### config.mk
export PLATFORM = sky130hd
export DESIGN_NAME = periodic_trig_seq
export DESIGN_NICKNAME = d
export VERILOG_FILES = /design/src/rtl/pts_pkg.sv /design/src/rtl/pts_start_sel.sv /design/src/rtl/pts_period_timer.sv /design/src/rtl/pts_remaining_ctr.sv /design/src/rtl/periodic_trig_seq.sv
export SDC_FILE = /design/constraint.sdc
export NUM_CORES = 1
export LEC_CHECK = 0
export ABC_AREA = 1
export BUFFER_PORTS_ARGS = -buffer_cell sky130_fd_sc_hd__buf_2
export CORE_UTILIZATION = 55
export CTS_BUF_LIST = sky130_fd_sc_hd__clkbuf_4
export DETAILED_ROUTE_END_ITERATION = 10
export GPL_TIMING_DRIVEN = 0
export PLACE_DENSITY = 0.82
export SLEW_MARGIN = 40
export SYNTH_ARGS = -nofsm -noshare
export SYNTH_HDL_FRONTEND = slang
export SYNTH_SLANG_ARGS = --single-unit
### constraint.sdc
create_clock -name clk -period 2.5 [get_ports clk]
set_input_delay 0 -clock clk [delete_from_list [all_inputs] [get_ports clk]]
set_output_delay 0 -clock clk [all_outputs]
set_load 0.05 [all_outputs]
### src/rtl/pts_pkg.sv
package pts_pkg;
   typedef enum logic [1:0] {
      ST_IDLE  = 2'd0,
      ST_RUN   = 2'd1,
      ST_DRAIN = 2'd2
   } seq_state_e;
endpackage

### src/rtl/pts_start_sel.sv
module pts_start_sel #(
   parameter bit HW_EDGE = 1'b1
) (
   input  logic clk,
   input  logic rst_n,
   input  logic src_sel,
   input  logic hw_trig,
   input  logic sw_strobe,
   output logic start_req
);
   logic hw_event;

   generate
      if (HW_EDGE) begin : g_edge
         logic hw_prev;
         always_ff @(posedge clk or negedge rst_n) begin
            if (!rst_n) hw_prev <= 1'b0;
            else        hw_prev <= hw_trig;
         end
         assign hw_event = hw_trig & ~hw_prev;
      end else begin : g_level
         assign hw_event = hw_trig;
      end
   endgenerate

   assign start_req = src_sel ? sw_strobe : hw_event;
endmodule

### src/rtl/pts_period_timer.sv
module pts_period_timer #(
   parameter int W = 16
) (
   input  logic         clk,
   input  logic         rst_n,
   input  logic         load,
   input  logic [W-1:0] period,
   input  logic         run,
   output logic         tick
);
   logic [W-1:0] cnt;

   always_ff @(posedge clk or negedge rst_n) begin
      if (!rst_n)                   cnt <= '0;
      else if (load)                cnt <= period;
      else if (run && cnt != '0)    cnt <= cnt - 1'b1;
   end

   assign tick = (cnt == '0);

   // a loaded value starts the countdown from the programmed period
   a_r3_reload: assert property (@(posedge clk) disable iff (!rst_n)
      load |=> cnt == $past(period));
endmodule

### src/rtl/pts_remaining_ctr.sv
module pts_remaining_ctr #(
   parameter int W = 16
) (
   input  logic         clk,
   input  logic         rst_n,
   input  logic         load,
   input  logic [W-1:0] count,
   input  logic         dec,
   output logic         last
);
   logic [W-1:0] rem;
   logic         endless;

   always_ff @(posedge clk or negedge rst_n) begin
      if (!rst_n) begin
         rem     <= '0;
         endless <= 1'b0;
      end else if (load) begin
         rem     <= count;
         endless <= (count == '0);
      end else if (dec && !endless) begin
         rem     <= rem - 1'b1;
      end
   end

   assign last = !endless && (rem == {{(W-1){1'b0}}, 1'b1});

   // a finite run never decrements past zero
   a_r4_no_underflow: assert property (@(posedge clk) disable iff (!rst_n)
      dec && !load |-> endless || rem != '0);
endmodule

### src/rtl/periodic_trig_seq.sv
module periodic_trig_seq #(
   parameter int PERIOD_W = 16,
   parameter int COUNT_W  = 16,
   parameter bit HW_EDGE  = 1'b1
) (
   input  logic                clk,
   input  logic                rst_n,
   input  logic                enable,
   input  logic [PERIOD_W-1:0] period,
   input  logic [COUNT_W-1:0]  count,
   input  logic                src_sel,
   input  logic                hw_trig,
   input  logic                sw_strobe,
   input  logic                flush,
   input  logic                conv_done,
   input  logic                irq_en,
   input  logic                done_clr,
   output logic                trig_out,
   output logic                seq_done,
   output logic                irq
);
   import pts_pkg::*;

   generate
      if (PERIOD_W < 1 || PERIOD_W > 32) begin : g_bad_pw
         $error("PERIOD_W out of range");
      end
      if (COUNT_W < 1 || COUNT_W > 32) begin : g_bad_cw
         $error("COUNT_W out of range");
      end
   endgenerate

   seq_state_e state;
   logic start_req, start_ok, tick, last, fire, busy, done_set, trig_q, done_q;

   pts_start_sel #(.HW_EDGE(HW_EDGE)) i_start (
      .clk(clk), .rst_n(rst_n), .src_sel(src_sel), .hw_trig(hw_trig),
      .sw_strobe(sw_strobe), .start_req(start_req));

   assign start_ok = (state == ST_IDLE) && enable && start_req && !flush;
   assign fire     = (state == ST_RUN) && enable && tick && !flush;
   assign done_set = (state == ST_DRAIN) && (!busy || conv_done) && !flush;

   pts_period_timer #(.W(PERIOD_W)) i_timer (
      .clk(clk), .rst_n(rst_n), .load(start_ok || fire), .period(period),
      .run(state == ST_RUN), .tick(tick));

   pts_remaining_ctr #(.W(COUNT_W)) i_remain (
      .clk(clk), .rst_n(rst_n), .load(start_ok), .count(count),
      .dec(fire), .last(last));

   always_ff @(posedge clk or negedge rst_n) begin
      if (!rst_n) begin
         state  <= ST_IDLE;
         busy   <= 1'b0;
         trig_q <= 1'b0;
      end else begin
         trig_q <= start_ok || fire;
         if (flush) begin
            state <= ST_IDLE;
            busy  <= 1'b0;
         end else begin
            if (start_ok || fire) busy <= 1'b1;
            else if (conv_done)   busy <= 1'b0;
            unique case (state)
               ST_IDLE:  if (start_ok) state <= ST_RUN;
               ST_RUN:   if (!enable || (fire && last)) state <= ST_DRAIN;
               ST_DRAIN: if (done_set) state <= ST_IDLE;
               default:  state <= ST_IDLE;
            endcase
         end
      end
   end

   always_ff @(posedge clk or negedge rst_n) begin
      if (!rst_n)        done_q <= 1'b0;
      else if (done_set) done_q <= 1'b1;
      else if (done_clr) done_q <= 1'b0;
   end

   assign trig_out = trig_q;
   assign seq_done = done_q;
   assign irq      = done_q && irq_en;

   a_r7_flush_quiet: assert property (@(posedge clk) disable iff (!rst_n)
      flush |=> !trig_out && state == ST_IDLE);
   a_r2_disabled_idle: assert property (@(posedge clk) disable iff (!rst_n)
      (state == ST_IDLE) && !enable |=> !trig_out);
   a_r6_drain_silent: assert property (@(posedge clk) disable iff (!rst_n)
      (state == ST_DRAIN) |=> !trig_out);
   a_r8_clear: assert property (@(posedge clk) disable iff (!rst_n)
      done_clr && !done_set |=> !seq_done);
endmodule

==> results.md, run 1 <==
* Status: finished clean
* Final setup vio count at 0
* Sink Count at 39
* Clock network fraction of total power at between 10% and 20%
* Hpwl dp at between 5000 and 6000 um
* Fmax at about 460 MHz
* Count of cell types in the netlist at 29
* Layout fillers at approximately 400
* Sequential share of power at 38.1%
* Post-route minimum period at around 2.2 ns
* Post-route DRC at 0
* Sequential cell area fraction in the yosys report at between 30% and 40%
* CTS tree: yes
* Slew Limit Headroom at 65.4%
* Die height at 73.9 um
* Switching power at 1.44 mW
* Final GP Congestion at slightly below 0.9
* Crit. End Element: register
* Layout cells sized above 1 at 16.8%
* Worst Path Required at ~2.8 ns
* Max_cap viols at 0
* Die area at approximately 5500 um^2
* Pwr per Cell Area at 837 nW/um^2
* Post-layout nets at between 500 and 600
* Final WL at about 7700 um
* Initial DRC Count at 253
* Antenna violations before repair at 0
* Post-CTS setup buffers at 0
* Synth Register Bits at 39
* Root buffer cell: clkbuf_4
* Final ANT Viol Nets at 0
* Final std cells w/o fill at approximately 590
* Storage cell area at slightly below 1000 um^2
* Port Buffer Count at 44
* Die X at 73.9 um
* Post-CTS Resized at 0
* Final count of hold timing violations at 0
* Vias in the first global route at just under 3000
* Sw Ratio at between 40% and 50%
* All-Layer GR Usage at a little under a third
* Avg Cell Area, Syn at ~6.6 um^2
* Layout area overhead at 25.5%
* Post-cts hold buffer count at 37
* First-pass GRT wire length at roughly 13000 um
* CP arrival at ~2.5 ns
* Area taken by multi-input logic gates at roughly 1600 um^2
* Pin count of the biggest net entering global routing at 40
* I/O pins at 45
* Insertion delay to the later sink of the worst-skew pair at approximately 0.36 ns
* Antenna Cells at 0
* CORE AREA at ~4800 um^2
* Placed cells at between 500 and 600
* Clock buffer depth at 2
* Net Count, Synth at 477
* Clk_skew at roughly 0.02 ns
* Final Slew Violations at 0
* Pint at 1.54 mW
* Worst vdd ir at about 370 uV
* YS warnings at 0
* Highest net fanout along the worst path at 10
* TNS Setup at 0 ns
* Worst min path class: in -> reg
* Via density at approximately 5.3
* Mapped Area at roughly 2800 um^2
* Total CTS buffers at 5
* CTS H-Tree Depth at 2
* Gate power share at approximately half
* Tightest Pin Transition at between 0.5 and 0.6 ns
* DR vias at roughly 3100
* Clock slew at reported path FFs at ~0.10 ns
* Startpoint Class: register
* Mapped Cells at around 430
* Rows at 25
* Worst setup path class: reg -> reg
* Starting density of the core at approximately three fifths
* P_leak at around 1.9 nW
* Detailed Routing Iterations Pass 1 at 5
* Routed WL per cell at ~13 um
* Unrepaired setup endpoints after global routing: false
* Ratio of final minimum period to clock period at around 87%
* Gr ovfl total at 0
-- routing by layer --
layer | wire (um) | track usage [%] | share of wire [%] | vias to the layer above
met5 | 0 | 0 | 0 | -
met3 | 518 | 4.66 | 6.7 | 20
met1 | 3390 | 42.7 | 44 | 1405
met4 | 172 | 9.40 | 2.2 | 0
li1 | - | - | - | 1520
met2 | 3610 | 51.7 | 47 | 133
-- power by group through the flow --
| stage | Clock [mW] | Combinational, mW | Sequential (mW) |
|---|---|---|---|
| 2_1_floorplan | 0 | 1.17 | 1.07 |
| 5_1_grt | 0.345 | 1.76 | 1.17 |
| 3_3_place_gp | 0 | 1.40 | 1.13 |
| 4_1_cts | 0.327 | 1.51 | 1.13 |
| 6_report | 0.314 | 1.53 | 1.14 |
| 3_5_place_dp | 0 | 1.46 | 1.15 |
-- final cells by class --
| class | instances | area share [%] |
|---|---|---|
| inverters | 45 | 4.74 |
| clock buffers | 5 | 1.05 |
| flip-flops and latches | 39 | 27.4 |
| well taps | 67 | 2.35 |
| clock inverters | 2 | 0.246 |
| multi-input cells | 339 | 45.8 |
| repair buffers | 81 | 16.6 |
| plain buffers | 8 | 1.79 |
-- sequential cells by signal (all words and copies together), names as in the netlist --
register                flops
i_remain.rem               16
i_timer.cnt                16
state                       2
busy                        1
i_remain.endless            1
i_start.g_edge.hw_prev      1
seq_done                    1
trig_out                    1
-- Yosys cell counts --
library cell  number  area [um^2]
buf_2              3         15.0
nand3_4            2         35.0
nor2_1            58          218
xnor2_1            5         43.8
nor4_1             4         25.0
nand3_1           26          130
o21ai_4            1         16.3
nand2_1          167          627
nand2_4            2         22.5
buf_4              2         15.0
o21bai_1           2         15.0
nand2_2            4         25.0
dfrtp_1           39          976
buf_6              3         33.8
nand4_1            5         31.3
inv_2              5         18.8
inv_1             40          150
a21oi_1            2         10.0
nor2_8             1         20.0
ha_1               4         50.1
or2_2              3         18.8
o21ai_0           27          135
nor3_1             3         15.0
nand3_2            4         40.0
nor2_4             4         45.0
nand3b_1           5         37.5
o21ai_1            2         10.0
nor2_2             3         18.8
xor2_1             5         43.8
-- worst paths after layout --
| path | depth (start not counted) | slack (ns) | startpoint | endpoint |
|---|---|---|---|---|
| hold reg to reg | 2 | 0.54 | i_remain.rem[1] | i_remain.rem[1] |
| setup reg to reg | 9 | 0.33 | i_timer.cnt[0] | busy |
| min in group asynchronous | 2 | 0.14 | rst_n | i_timer.cnt[13] |
| max in group asynchronous | 2 | 1.97 | rst_n | i_remain.rem[3] |
| hold / removal | 5 | 0.04 | count[0] | i_remain.rem[0] |
| setup / recovery | 9 | 0.33 | i_timer.cnt[0] | busy |
-- stage by stage --
stage,setup slack (ns),hold slack [ns],instance area (um^2),power [mW],utilization [%]
4_1_cts,0.361,0.0331,3560,2.97,73.5
3_5_place_dp,0.683,0.00872,3150,2.60,64.9
2_1_floorplan,0.960,-0.296,2840,2.25,-
3_3_place_gp,0.718,0.122,3150,2.54,64.9
5_1_grt,0.211,0.0885,3560,3.28,73.5
6_report,0.334,0.0388,3560,2.98,73.5
-- layout by cell type, fill, tap and decap left out --
master	count
o21bai_1	2
buf_6	3
inv_1	40
o21ai_4	1
nand3b_1	5
nor2_1	58
buf_4	3
nand2_1	167
o21ai_1	2
nor3_1	3
or2_2	3
dlygate4sd3_1	37
clkinv_2	1
xor2_1	5
nand2_2	4
o21ai_0	27
nand3_2	4
clkinv_1	1
nor2_4	4
nand4_1	5
nor4_1	4
dfrtp_1	39
nand3_4	2
clkbuf_4	5
buf_2	46
nor2_2	3
xnor2_1	5
nand3_1	26
nor2_8	1
a21oi_1	2
ha_1	4
nand2_4	2
inv_2	5
-- cells by family after synthesis --
family	after synthesis	synth area share, %
compound gates	34	6.56
xor+xnor	10	3.08
fa+ha+maj	4	1.76
buf+inv	53	8.19
flops	39	34.3
simple gates	291	46.1
-- critical path, cell delays in order (launching register included) --
cell	delay [ns]
dfrtp_1	0.40
inv_1	0.14
ha_1	0.20
nand2_1	0.09
nor2_4	0.14
nand3_4	0.14
nand2_4	0.16
inv_2	0.12
a21oi_1	0.15
dlygate4sd3_1	0.56
Power figures use the tool's default switching activity.
==> run 2, diff against run 1 <==
--- a/config.mk
+++ b/config.mk
@@ -11,7 +11,7 @@
 export CTS_BUF_LIST = sky130_fd_sc_hd__clkbuf_4
 export DETAILED_ROUTE_END_ITERATION = 10
 export GPL_TIMING_DRIVEN = 0
-export PLACE_DENSITY = 0.82
+export PLACE_DENSITY = 0.78
 export SLEW_MARGIN = 40
 export SYNTH_ARGS = -nofsm -noshare
 export SYNTH_HDL_FRONTEND = slang
==> run 2 against run 1 <==
Against the previous run: clock skew shrank 0.0043 ns; die area stayed put; sequential cell count did not move; via count decreased by 2.2%; clock power hardly changed; sequential share of layout area up 0.15 points; combinational power about the same; sequential power about the same; routed wire length fell by 0.20%; core utilization decreased by 0.41 points; critical path depth stayed put; critical endpoint unchanged.
==> results.md, run 2 (same netlist as run 1, synthesis figures left out) <==
* Die height at 73.9 um
* Die area at ~5500 um^2
* I/O pins at 45
* Hold Path Stages at 5
* Worst setup path class: reg -> reg
* Detailed Routing Iterations Pass 1 at 5
* Highest net fanout along the worst path at 10
* Fmax at ~450 MHz
* Post-layout nets at about 560
* Clk_skew at 0.0151 ns
* Worst min path class: in -> reg
* Ratio of final minimum period to clock period at between 80% and 90%
* Post-route DRC at 0
* P_leak at between 1.5 and 2 nW
* Pin count of the biggest net entering global routing at 40
* Layout area overhead at 24.7%
* Final Slew Violations at 0
* Crit. End Element: register
* Clock buffer depth at 2
* CTS H-Tree Depth at 2
* Post-CTS setup buffers at 0
* Post-route minimum period at 2.20 ns
* Antenna Cells at 0
* Max_cap viols at 0
* Vias in the first global route at approximately 2800
* Slew Limit Headroom at between 60% and 70%
* CP arrival at 2.47 ns
* Rows at 25
* Gr ovfl total at 0
* Layout fillers at between 400 and 500
* TNS Setup at 0 ns
* Status: finished clean
* CORE AREA at about 4800 um^2
* Core Util, Final at between 70% and 80%
* Via density at a little over 5
* Final GP Congestion at 0.896
* Worst r2r path cells at 9
* Commonest non-fill, non-tap cells in the layout: nand2_1, nor2_1, buf_2
* CTS tree: yes
* Total CTS buffers at 5
* Initial DRC Count at about 220
* Clock slew at reported path FFs at between 0.1 and 0.15 ns
* Top Registers: i_remain.rem: 16 flops, i_timer.cnt: 16 flops, state: 2 flops
* Final WL at roughly 7700 um
* Final setup vio count at 0
* All-Layer GR Usage at a little under a third
* Tightest Pin Transition at around 0.55 ns
* Die X at about 74 um
* Worst Path Required at roughly 2.8 ns
* Hpwl dp at 5290 um
* Antenna violations before repair at 0
* Layout cells sized above 1 at between 10% and 20%
* Insertion delay to the later sink of the worst-skew pair at 0.35 ns
* Port Buffer Count at 44
* Root buffer cell: clkbuf_4
* First-pass GRT wire length at roughly 13000 um
* Routed WL per cell at between 10 and 15 um
* Final count of hold timing violations at 0
* Pwr per Cell Area at 840 nW/um^2
* Final ANT Viol Nets at 0
* Startpoint Class: register
* Unrepaired setup endpoints after global routing: false
* Commonest non-fill, non-tap cell in the layout: nand2_1
* DR vias at around 3000
* Worst vdd ir at about 440 uV
* Starting density of the core at roughly 60%
* Sink Count at 39
-- run 2: cell count changes in the layout (fill, tap and decap cells not counted) --
cell and change:
dlygate4sd3_1 -2
-- run 2: final timing paths --
check | start | endpoint | slack, ns
min | conv_done | seq_done | 0.05
max in group asynchronous | rst_n | i_start.g_edge.hw_prev | 1.97
max | i_timer.cnt[0] | busy | 0.30
max reg2reg | i_timer.cnt[0] | busy | 0.30
min reg2reg | i_remain.rem[1] | i_remain.rem[1] | 0.53
min in group asynchronous | rst_n | i_timer.cnt[3] | 0.15
-- run 2: through the flow --
| stage | setup WS [ns] | instances | total power, mW | hold slack [ns] | cell area, um^2 |
|---|---|---|---|---|---|
| 6_report | 0.302 | 584 | 2.98 | 0.0493 | 3540 |
| 5_1_grt | 0.138 | 584 | 3.26 | 0.0643 | 3540 |
| 4_1_cts | 0.354 | 584 | 2.95 | 0.0422 | 3540 |
| 3_5_place_dp | 0.675 | 542 | 2.59 | 0.00707 | 3150 |
| 3_3_place_gp | 0.701 | 542 | 2.55 | 0.124 | 3150 |
| 2_1_floorplan | 0.960 | 431 | 2.25 | -0.296 | 2840 |
-- run 2: final cells by class --
| cell class | count | area [um^2] | share of cell area (%) |
|---|---|---|---|
| plain buffers | 8 | 63.8 | 1.80 |
| flip-flops and latches | 39 | 976 | 27.5 |
| clock buffers | 5 | 37.5 | 1.06 |
| well taps | 67 | 83.8 | 2.36 |
| multi-input cells | 339 | 1630 | 46.1 |
| inverters | 45 | 169 | 4.77 |
| clock inverters | 2 | 8.76 | 0.247 |
| repair buffers | 79 | 573 | 16.2 |
-- run 2: where the power goes --
| part | leakage, nW | switching, mW | internal [mW] |
|---|---|---|---|
| sequential | 0.502 | 0.295 | 0.850 |
| combinational | 1.35 | 0.928 | 0.588 |
| clock | 0.0285 | 0.215 | 0.100 |
| total | 1.88 | 1.44 | 1.54 |
-- run 2: what timing repair did --
action                    in CTS  in global routing
hold endpoints to repair      73                  0
resized for setup              0                  0
hold buffers                  35                  0
-- run 2: critical path, cell delays in order, from the launching register on --
cell and delay (ns):
dfrtp_1 0.41, inv_1 0.13, ha_1 0.19, nand2_1 0.09
nor2_4 0.14, nand3_4 0.14, nand2_4 0.17, inv_2 0.12
a21oi_1 0.16, dlygate4sd3_1 0.58
-- run 2: routing by layer --
layer  vias up  GRT usage, %  wire length [um]  part of all wire, %
met5         -             0                 0                    0
met4         0          9.19               121                  1.6
met3        14          4.66               344                  4.5
met2        94          54.9              3770                   49
met1      1377          38.9              3440                   45
li1       1524             -                 -                    -
